<file path="config.mk">
export PLATFORM = sky130hd
export DESIGN_NAME = cfg_i2c_slave
export DESIGN_NICKNAME = d
export VERILOG_FILES = /design/src/rtl/cfg_i2c_pkg.sv /design/src/rtl/cfg_i2c_ctrl.sv /design/src/rtl/cfg_i2c_dpath.sv /design/src/rtl/cfg_i2c_slave.sv
export SDC_FILE = /design/constraint.sdc
export NUM_CORES = 1
export LEC_CHECK = 0
export ABC_AREA = 0
export BUFFER_PORTS_ARGS = -buffer_cell sky130_fd_sc_hd__buf_2
export CAP_MARGIN = 20
export CORE_MARGIN = 2
export CORE_UTILIZATION = 49
export DETAILED_ROUTE_END_ITERATION = 12
export PLACE_DENSITY = 0.73
export SYNTH_ARGS = -nofsm -noshare
export SYNTH_HDL_FRONTEND = slang
export SYNTH_SLANG_ARGS = --single-unit
</file>
<file path="constraint.sdc">
create_clock -name clk -period 2.05 [get_ports clk]
set_input_delay 0.205 -clock clk [delete_from_list [all_inputs] [get_ports clk]]
set_output_delay 0.205 -clock clk [all_outputs]
set_load 0.02 [all_outputs]
</file>
<file path="src/rtl/cfg_i2c_pkg.sv">
package cfg_i2c_pkg;

  typedef enum logic [3:0] {
    ST_IDLE,
    ST_ADDR,
    ST_ACK_ADDR,
    ST_SUB,
    ST_ACK_SUB,
    ST_WDATA,
    ST_ACK_DATA,
    ST_RDATA,
    ST_RACK
  } busState_t;

  typedef struct packed {
    logic rxBit;
    logic shiftIn;
    logic loadSub;
    logic writeByte;
    logic loadTx;
    logic shiftTx;
  } ctrlStrobes_t;

endpackage

</file>
<file path="src/rtl/cfg_i2c_ctrl.sv">
module cfg_i2c_ctrl
  import cfg_i2c_pkg::*;
#(
  parameter logic [6:0] DEV_ADDR = 7'b1000100
) (
  input  logic         clk,
  input  logic         rstN,
  input  logic         sclIn,
  input  logic         sdaIn,
  input  logic [7:0]   rxByte,
  input  logic         txMsb,
  output ctrlStrobes_t strb,
  output logic         sdaOe
);

  logic [1:0] sclSync, sdaSync;
  logic       sclS, sdaS, sclD, sdaD;
  logic       sclRise, sclFall, startCond, stopCond;
  busState_t  state;
  logic [3:0] bitCnt;
  logic       isRead, driveAck, txActive, masterAck;
  logic       rxState;

  // two-stage synchronisers plus one delay stage for edge detection
  always_ff @(posedge clk or negedge rstN) begin
    if (!rstN) begin
      sclSync <= 2'b11;
      sdaSync <= 2'b11;
      sclD    <= 1'b1;
      sdaD    <= 1'b1;
    end else begin
      sclSync <= {sclSync[0], sclIn};
      sdaSync <= {sdaSync[0], sdaIn};
      sclD    <= sclSync[1];
      sdaD    <= sdaSync[1];
    end
  end

  assign sclS      = sclSync[1];
  assign sdaS      = sdaSync[1];
  assign sclRise   = sclS & ~sclD;
  assign sclFall   = ~sclS & sclD;
  assign startCond = sclS & sclD & sdaD & ~sdaS;
  assign stopCond  = sclS & sclD & ~sdaD & sdaS;
  assign rxState   = (state == ST_ADDR) || (state == ST_SUB) || (state == ST_WDATA);

  always_comb begin
    strb           = '0;
    strb.rxBit     = sdaS;
    if (!startCond && !stopCond) begin
      strb.shiftIn   = sclRise && rxState && (bitCnt < 4'd8);
      strb.loadSub   = sclFall && (state == ST_SUB) && (bitCnt == 4'd8);
      strb.writeByte = sclFall && (state == ST_WDATA) && (bitCnt == 4'd8);
      strb.loadTx    = sclFall && (((state == ST_ACK_ADDR) && isRead) ||
                                   ((state == ST_RACK) && masterAck));
      strb.shiftTx   = sclFall && (state == ST_RDATA) && (bitCnt != 4'd8);
    end
  end

  always_ff @(posedge clk or negedge rstN) begin
    if (!rstN) begin
      state     <= ST_IDLE;
      bitCnt    <= '0;
      isRead    <= 1'b0;
      driveAck  <= 1'b0;
      txActive  <= 1'b0;
      masterAck <= 1'b0;
    end else if (startCond) begin
      state    <= ST_ADDR;
      bitCnt   <= '0;
      driveAck <= 1'b0;
      txActive <= 1'b0;
    end else if (stopCond) begin
      state    <= ST_IDLE;
      bitCnt   <= '0;
      driveAck <= 1'b0;
      txActive <= 1'b0;
    end else begin
      case (state)
        ST_ADDR, ST_SUB, ST_WDATA: begin
          if (sclRise && bitCnt < 4'd8) begin
            bitCnt <= bitCnt + 4'd1;
          end else if (sclFall && bitCnt == 4'd8) begin
            if (state == ST_ADDR) begin
              if (rxByte[7:1] == DEV_ADDR) begin
                driveAck <= 1'b1;
                isRead   <= rxByte[0];
                state    <= ST_ACK_ADDR;
              end else begin
                state <= ST_IDLE;
              end
            end else begin
              driveAck <= 1'b1;
              state    <= (state == ST_SUB) ? ST_ACK_SUB : ST_ACK_DATA;
            end
          end
        end
        ST_ACK_ADDR, ST_ACK_SUB, ST_ACK_DATA: begin
          if (sclFall) begin
            driveAck <= 1'b0;
            bitCnt   <= '0;
            if (state == ST_ACK_ADDR && isRead) begin
              state    <= ST_RDATA;
              txActive <= 1'b1;
            end else if (state == ST_ACK_ADDR) begin
              state <= ST_SUB;
            end else begin
              state <= ST_WDATA;
            end
          end
        end
        ST_RDATA: begin
          if (sclRise && bitCnt < 4'd8) begin
            bitCnt <= bitCnt + 4'd1;
          end else if (sclFall && bitCnt == 4'd8) begin
            txActive <= 1'b0;
            state    <= ST_RACK;
          end
        end
        ST_RACK: begin
          if (sclRise) begin
            masterAck <= ~sdaS;
          end else if (sclFall) begin
            bitCnt <= '0;
            if (masterAck) begin
              state    <= ST_RDATA;
              txActive <= 1'b1;
            end else begin
              state <= ST_IDLE;
            end
          end
        end
        default: state <= ST_IDLE;
      endcase
    end
  end

  assign sdaOe = driveAck | (txActive & ~txMsb);

  // an idle slave never holds the data line
  p_idle_release_r1: assert property (@(posedge clk) disable iff (!rstN)
    (state == ST_IDLE) |-> !sdaOe);

  // the drive changes only while SCL is low
  p_sda_scl_low_r11: assert property (@(posedge clk) disable iff (!rstN)
    !$stable(sdaOe) |-> !sclS);

  // datapath strobes never overlap
  p_strobe_excl_r3: assert property (@(posedge clk) disable iff (!rstN)
    $onehot0({strb.shiftIn, strb.loadSub, strb.writeByte, strb.loadTx, strb.shiftTx}));

endmodule

</file>
<file path="src/rtl/cfg_i2c_dpath.sv">
module cfg_i2c_dpath
  import cfg_i2c_pkg::*;
#(
  parameter int         IDX_W       = 5,
  parameter logic [7:0] DEFAULT_VAL = 8'h00,
  parameter int         TEST_REG    = 20,
  parameter int         TEST_BIT    = 0,
  localparam int        NUM_REGS    = 2 ** IDX_W
) (
  input  logic                  clk,
  input  logic                  rstN,
  input  ctrlStrobes_t          strb,
  input  logic                  busyIn,
  input  logic                  muteIn,
  output logic [7:0]            rxByte,
  output logic                  txMsb,
  output logic [NUM_REGS*8-1:0] regFlat,
  output logic                  wrStrobe,
  output logic [IDX_W-1:0]      wrIndex,
  output logic [7:0]            wrData,
  output logic                  wrTest,
  output logic                  testArmed
);

  logic [7:0]       rxShift, txShift;
  logic [7:0]       regs [NUM_REGS];
  logic [IDX_W-1:0] ptr;
  logic             autoInc, testFlag;

  always_ff @(posedge clk or negedge rstN) begin
    if (!rstN) begin
      rxShift  <= '0;
      txShift  <= '0;
      ptr      <= '0;
      autoInc  <= 1'b0;
      testFlag <= 1'b0;
      wrStrobe <= 1'b0;
      wrIndex  <= '0;
      wrData   <= '0;
      wrTest   <= 1'b0;
      for (int i = 0; i < NUM_REGS; i++) regs[i] <= DEFAULT_VAL;
    end else begin
      wrStrobe <= 1'b0;
      if (strb.shiftIn) rxShift <= {rxShift[6:0], strb.rxBit};
      if (strb.loadSub) begin
        ptr      <= rxShift[IDX_W-1:0];
        autoInc  <= rxShift[5];
        testFlag <= rxShift[7];
      end
      if (strb.writeByte) begin
        regs[ptr] <= rxShift;
        wrStrobe  <= 1'b1;
        wrIndex   <= ptr;
        wrData    <= rxShift;
        wrTest    <= testFlag;
        if (autoInc) ptr <= ptr + 1'b1;
      end
      if (strb.loadTx)       txShift <= {6'b000000, ~busyIn, muteIn};
      else if (strb.shiftTx) txShift <= {txShift[6:0], 1'b0};
    end
  end

  assign rxByte    = rxShift;
  assign txMsb     = txShift[7];
  assign testArmed = testFlag & regs[TEST_REG][TEST_BIT];

  for (genvar g = 0; g < NUM_REGS; g++) begin : g_out
    assign regFlat[g*8 +: 8] = regs[g];
  end

  // the strobe is a single-cycle pulse
  p_strobe_pulse_r3: assert property (@(posedge clk) disable iff (!rstN)
    wrStrobe |=> !wrStrobe);

  // the reported byte is what the bank holds
  p_write_lands_r3: assert property (@(posedge clk) disable iff (!rstN)
    wrStrobe |-> (regs[wrIndex] == wrData));

  // the index wraps from the top register to zero
  p_index_wrap_r4: assert property (@(posedge clk) disable iff (!rstN)
    (strb.writeByte && autoInc && (ptr == {IDX_W{1'b1}})) |=> (ptr == '0));

  // without auto-increment the index holds
  p_index_hold_r5: assert property (@(posedge clk) disable iff (!rstN)
    (strb.writeByte && !autoInc) |=> $stable(ptr));

endmodule

</file>
<file path="src/rtl/cfg_i2c_slave.sv">
module cfg_i2c_slave
  import cfg_i2c_pkg::*;
#(
  parameter logic [6:0] DEV_ADDR    = 7'b1000100,
  parameter int         IDX_W       = 5,
  parameter logic [7:0] DEFAULT_VAL = 8'h00,
  parameter int         TEST_REG    = 20,
  parameter int         TEST_BIT    = 0,
  localparam int        NUM_REGS    = 2 ** IDX_W
) (
  input  logic                  clk,
  input  logic                  rstN,
  input  logic                  sclIn,
  input  logic                  sdaIn,
  output logic                  sdaOe,
  input  logic                  busyIn,
  input  logic                  muteIn,
  output logic [NUM_REGS*8-1:0] regFlat,
  output logic                  wrStrobe,
  output logic [IDX_W-1:0]      wrIndex,
  output logic [7:0]            wrData,
  output logic                  wrTest,
  output logic                  testArmed
);

  ctrlStrobes_t strb;
  logic [7:0]   rxByte;
  logic         txMsb;

  cfg_i2c_ctrl #(.DEV_ADDR(DEV_ADDR)) u_ctrl (
    .clk    (clk),
    .rstN   (rstN),
    .sclIn  (sclIn),
    .sdaIn  (sdaIn),
    .rxByte (rxByte),
    .txMsb  (txMsb),
    .strb   (strb),
    .sdaOe  (sdaOe)
  );

  cfg_i2c_dpath #(
    .IDX_W      (IDX_W),
    .DEFAULT_VAL(DEFAULT_VAL),
    .TEST_REG   (TEST_REG),
    .TEST_BIT   (TEST_BIT)
  ) u_dpath (
    .clk       (clk),
    .rstN      (rstN),
    .strb      (strb),
    .busyIn    (busyIn),
    .muteIn    (muteIn),
    .rxByte    (rxByte),
    .txMsb     (txMsb),
    .regFlat   (regFlat),
    .wrStrobe  (wrStrobe),
    .wrIndex   (wrIndex),
    .wrData    (wrData),
    .wrTest    (wrTest),
    .testArmed (testArmed)
  );

endmodule

</file>
==> impl_metrics.env <==
export IMPL_p_per_area_nw_per_um2=783
export IMPL_netlist_top_cells_count="dfrtp_1, mux2_2, nand2_1"
export IMPL_worstRegToRegCells=8
export IMPL_die_w_um=166
export IMPL_hp_class="input pin to async pin"
export IMPL_post_place_ws_ns=-0.0664
export IMPL_port_buffers=278
export IMPL_grt_pass1_vias=8835
export IMPL_root_buffer="clkbuf_16"
export IMPL_startpoint_type="register"
export IMPL_synthMuxAreaShare_pct=24.6
export IMPL_max_stage_delay_ns=0.40
export IMPL_dieArea_um2=27600
export IMPL_place_area_um2=15200
export IMPL_htreeDepth=1
export IMPL_ant_nets=0
export IMPL_synth_edff_count=0
export IMPL_multiInputGateArea_um2=5360
export IMPL_gp_congestion=0.869
export IMPL_maxCapViolCount=0
export IMPL_ir_drop_uv=687
export IMPL_synthAdderAreaFrac_pct=0.584
export IMPL_area_growth_pct=31.7
export IMPL_synth_seq_cells=312
export IMPL_crit_path_max_fanout=8
export IMPL_drtIter0Drc=455
export IMPL_status="complete, but fails checks"
export IMPL_synth_area_leaders="dfrtp_1, mux2_2, mux2_4, nor2_8, nand2_1"
export IMPL_rsz0062_at_grt="yes"
export IMPL_cp_data_arrival_time_ns=2.52
export IMPL_ys_flop_type="dfrtp_1"
export IMPL_total_power_w=0.0133
export IMPL_die_h_um=166
export IMPL_pin_count=279
export IMPL_nets=1223
export IMPL_worst_path_buf_inv=2
export IMPL_async_reset_ff_share_pct=100
export IMPL_worst_pin_slew_ns=0.642
export IMPL_clock_latency_ns=0.56
export IMPL_gr_total_overflow=0
export IMPL_syn_instance_count=864
export IMPL_core_area_um2=25900
export IMPL_cts_buffer_depth=3
export IMPL_grt_pass1_wl_mm=52.2
export IMPL_path_cells="inv_2, ha_4, and3b_2, and2_4, nand3_4, buf_12, nor2_8, mux2_2"
export IMPL_via_per_inst=5.41
export IMPL_synth_area_per_cell_um2=14.9
export IMPL_seq_area_frac_synth_pct=60.7
export IMPL_drive_above_1_share_pct=59.1
export IMPL_vias=8483
export IMPL_initial_utilization_pct=49.6
export IMPL_synth_nets=876
export IMPL_p_leak_nw=9.33
export IMPL_netlist_area_leader_share_pct=59.5
export IMPL_yosys_area_top_type="dfrtp_1"
export IMPL_netlist_area_um2=12900
export IMPL_violations="setup timing"
export IMPL_wl_per_cell_um=21.8
export IMPL_num_rows=59
export IMPL_synth_most_common_cell="dfrtp_1"
export IMPL_antenna_found_initial=0
export IMPL_cp_slowest_cell="dfrtp_1"
export IMPL_totalWireLength_mm=34.3
export IMPL_hpwl_mm=22.0
export IMPL_max_freq_mhz=481
export IMPL_critical_path_top_delay_family="simple AND/OR/NAND/NOR gates"
export IMPL_setup_viol=24
export IMPL_track_usage_pct=23.8
export IMPL_min_period_ns=2.08
export IMPL_finalMaxSlewViolations=0
export IMPL_yosys_area_share_simple_pct=8.81
export IMPL_synth_top_family_by_area="multiplexers"
export IMPL_cp_depth=8
export IMPL_grt_max_degree=51
export IMPL_synthXorXnorAreaFrac_pct=0.136
export IMPL_path_class="register to register"
export IMPL_cp_end_kind="register"
export IMPL_diodes=0
export IMPL_yosysWarningCount=0
export IMPL_required_ns=2.49
export IMPL_finalHoldViolations=0
export IMPL_drc=0
export IMPL_synth_distinct_cells=74
export IMPL_cts_made_buffers=31
export IMPL_worst_slack_ns=-0.0292
export IMPL_clkSinkCount=312
export IMPL_clk_pin_slew_worst_paths_ns=0.06
export IMPL_fin_crit_sh_pct=101
export IMPL_n_fill_cell=1861
export IMPL_clock_skew_ns=0.0113
export IMPL_design_area_um2=16900
export IMPL_synth_compound_area_share_pct=3.10
export IMPL_drtPass1Iterations=4
export IMPL_cts_tree="done"
export IMPL_slew_limit_headroom_pct=57.2
export IMPL_fin_util_pct=65.4
export IMPL_register_area_um2=7820
per-layer routing:
layer  vias up  global-route usage, %  wire [um]
met4         0                   5.94        713
met5         -                      0          0
met3        55                   5.70       2350
met2       294                   38.8      16200
li1       3738                      -          -
met1      4396                   32.4      15000
cells by family after synthesis:
kind of cell	after synthesis
XOR/XNOR	2
buffers and inverters	58
AO/OA/AOI/OAI	57
adder cells (fa/ha/maj)	6
AND/OR/NAND/NOR	158
flip-flops	312
multiplexers	271
registers in the layout, indices dropped and copies added (netlist names):
| name | count |
|---|---|
| u_ctrl.bitCnt | 4 |
| u_ctrl.driveAck | 1 |
| u_ctrl.isRead | 1 |
| u_ctrl.masterAck | 1 |
| u_ctrl.sclD | 1 |
| u_ctrl.sclSync | 2 |
| u_ctrl.sdaD | 1 |
| u_ctrl.sdaSync | 2 |
| u_ctrl.state | 4 |
| u_ctrl.txActive | 1 |
| u_dpath.autoInc | 1 |
| u_dpath.ptr | 5 |
| u_dpath.regFlat | 256 |
| u_dpath.rxByte | 8 |
| u_dpath.testFlag | 1 |
| u_dpath.txShift | 8 |
| u_dpath.wrData | 8 |
| u_dpath.wrIndex | 5 |
| u_dpath.wrStrobe | 1 |
| u_dpath.wrTest | 1 |
what timing repair did:
item                                   4_1_cts  5_1_grt
gates resized for setup                      5      145
endpoints found under the hold margin      213        0
setup endpoints to repair                  164      189
buffers inserted                             0        3
pin swaps                                    1       20
hold buffers                                 5        0
final timing paths:
kind                       slack (ns)              start                    to
max                             -0.03   u_ctrl.bitCnt[0]  u_dpath.regFlat[168]
min                              0.17               rstN    u_dpath.txShift[1]
max in group asynchronous        1.11               rstN  u_dpath.regFlat[248]
min in group clk                 0.30              sclIn     u_ctrl.sclSync[0]
min reg2reg                      0.36  u_ctrl.sdaSync[0]     u_ctrl.sdaSync[1]
max reg2reg                     -0.03   u_ctrl.bitCnt[0]  u_dpath.regFlat[168]
through the flow:
step,TNS [ns],instances,hold slack (ns)
floorplan,-1.11,864,-0.0906
global placement,-0.139,1505,0.160
detailed placement,-3.74,1505,0.164
CTS,-0.0332,1566,0.167
global route,-8.76,1569,0.193
finish,-0.287,1569,0.166
final cells by class:
cell class,instances,area share [%]
well taps,335,2.47
repair buffers,362,13.3
flip-flops and latches,312,46.1
inverters,10,0.222
clock inverters,8,0.716
multi-input cells,494,31.7
clock buffers,48,5.49
cells in the final DEF (no fill, tap or decap), types with 3 or more instances in the layout:
cell type      count
a21oi_1            8
a22o_1             3
and2_1             5
buf_12            12
buf_2            277
buf_4             57
buf_6              4
buf_8              7
bufinv_16          3
clkbuf_1           8
clkbuf_16         31
clkbuf_8           9
clkinv_2           3
dfrtp_1          306
dfstp_2            6
dlygate4sd3_1      5
ha_1               5
inv_1              7
inv_2              3
mux2_2            96
mux2_4           170
mux2i_1            5
nand2_1           48
nand2_2            3
nand2b_1           4
nand3_1            6
nand3_4            4
nand4_1            7
nor2_1            19
nor2_4            12
nor2_8            12
nor2b_1            6
nor3_1             3
o21ai_0           15
o221a_2            3
o31ai_1            3
where the power goes:
group	internal, W	total [W]	switching, W
logic	0.000287	0.00114	0.000850
registers	0.00622	0.00630	0.0000825
clock network	0.00347	0.00582	0.00234
No activity file was read; power rests on OpenSTA's default activity.
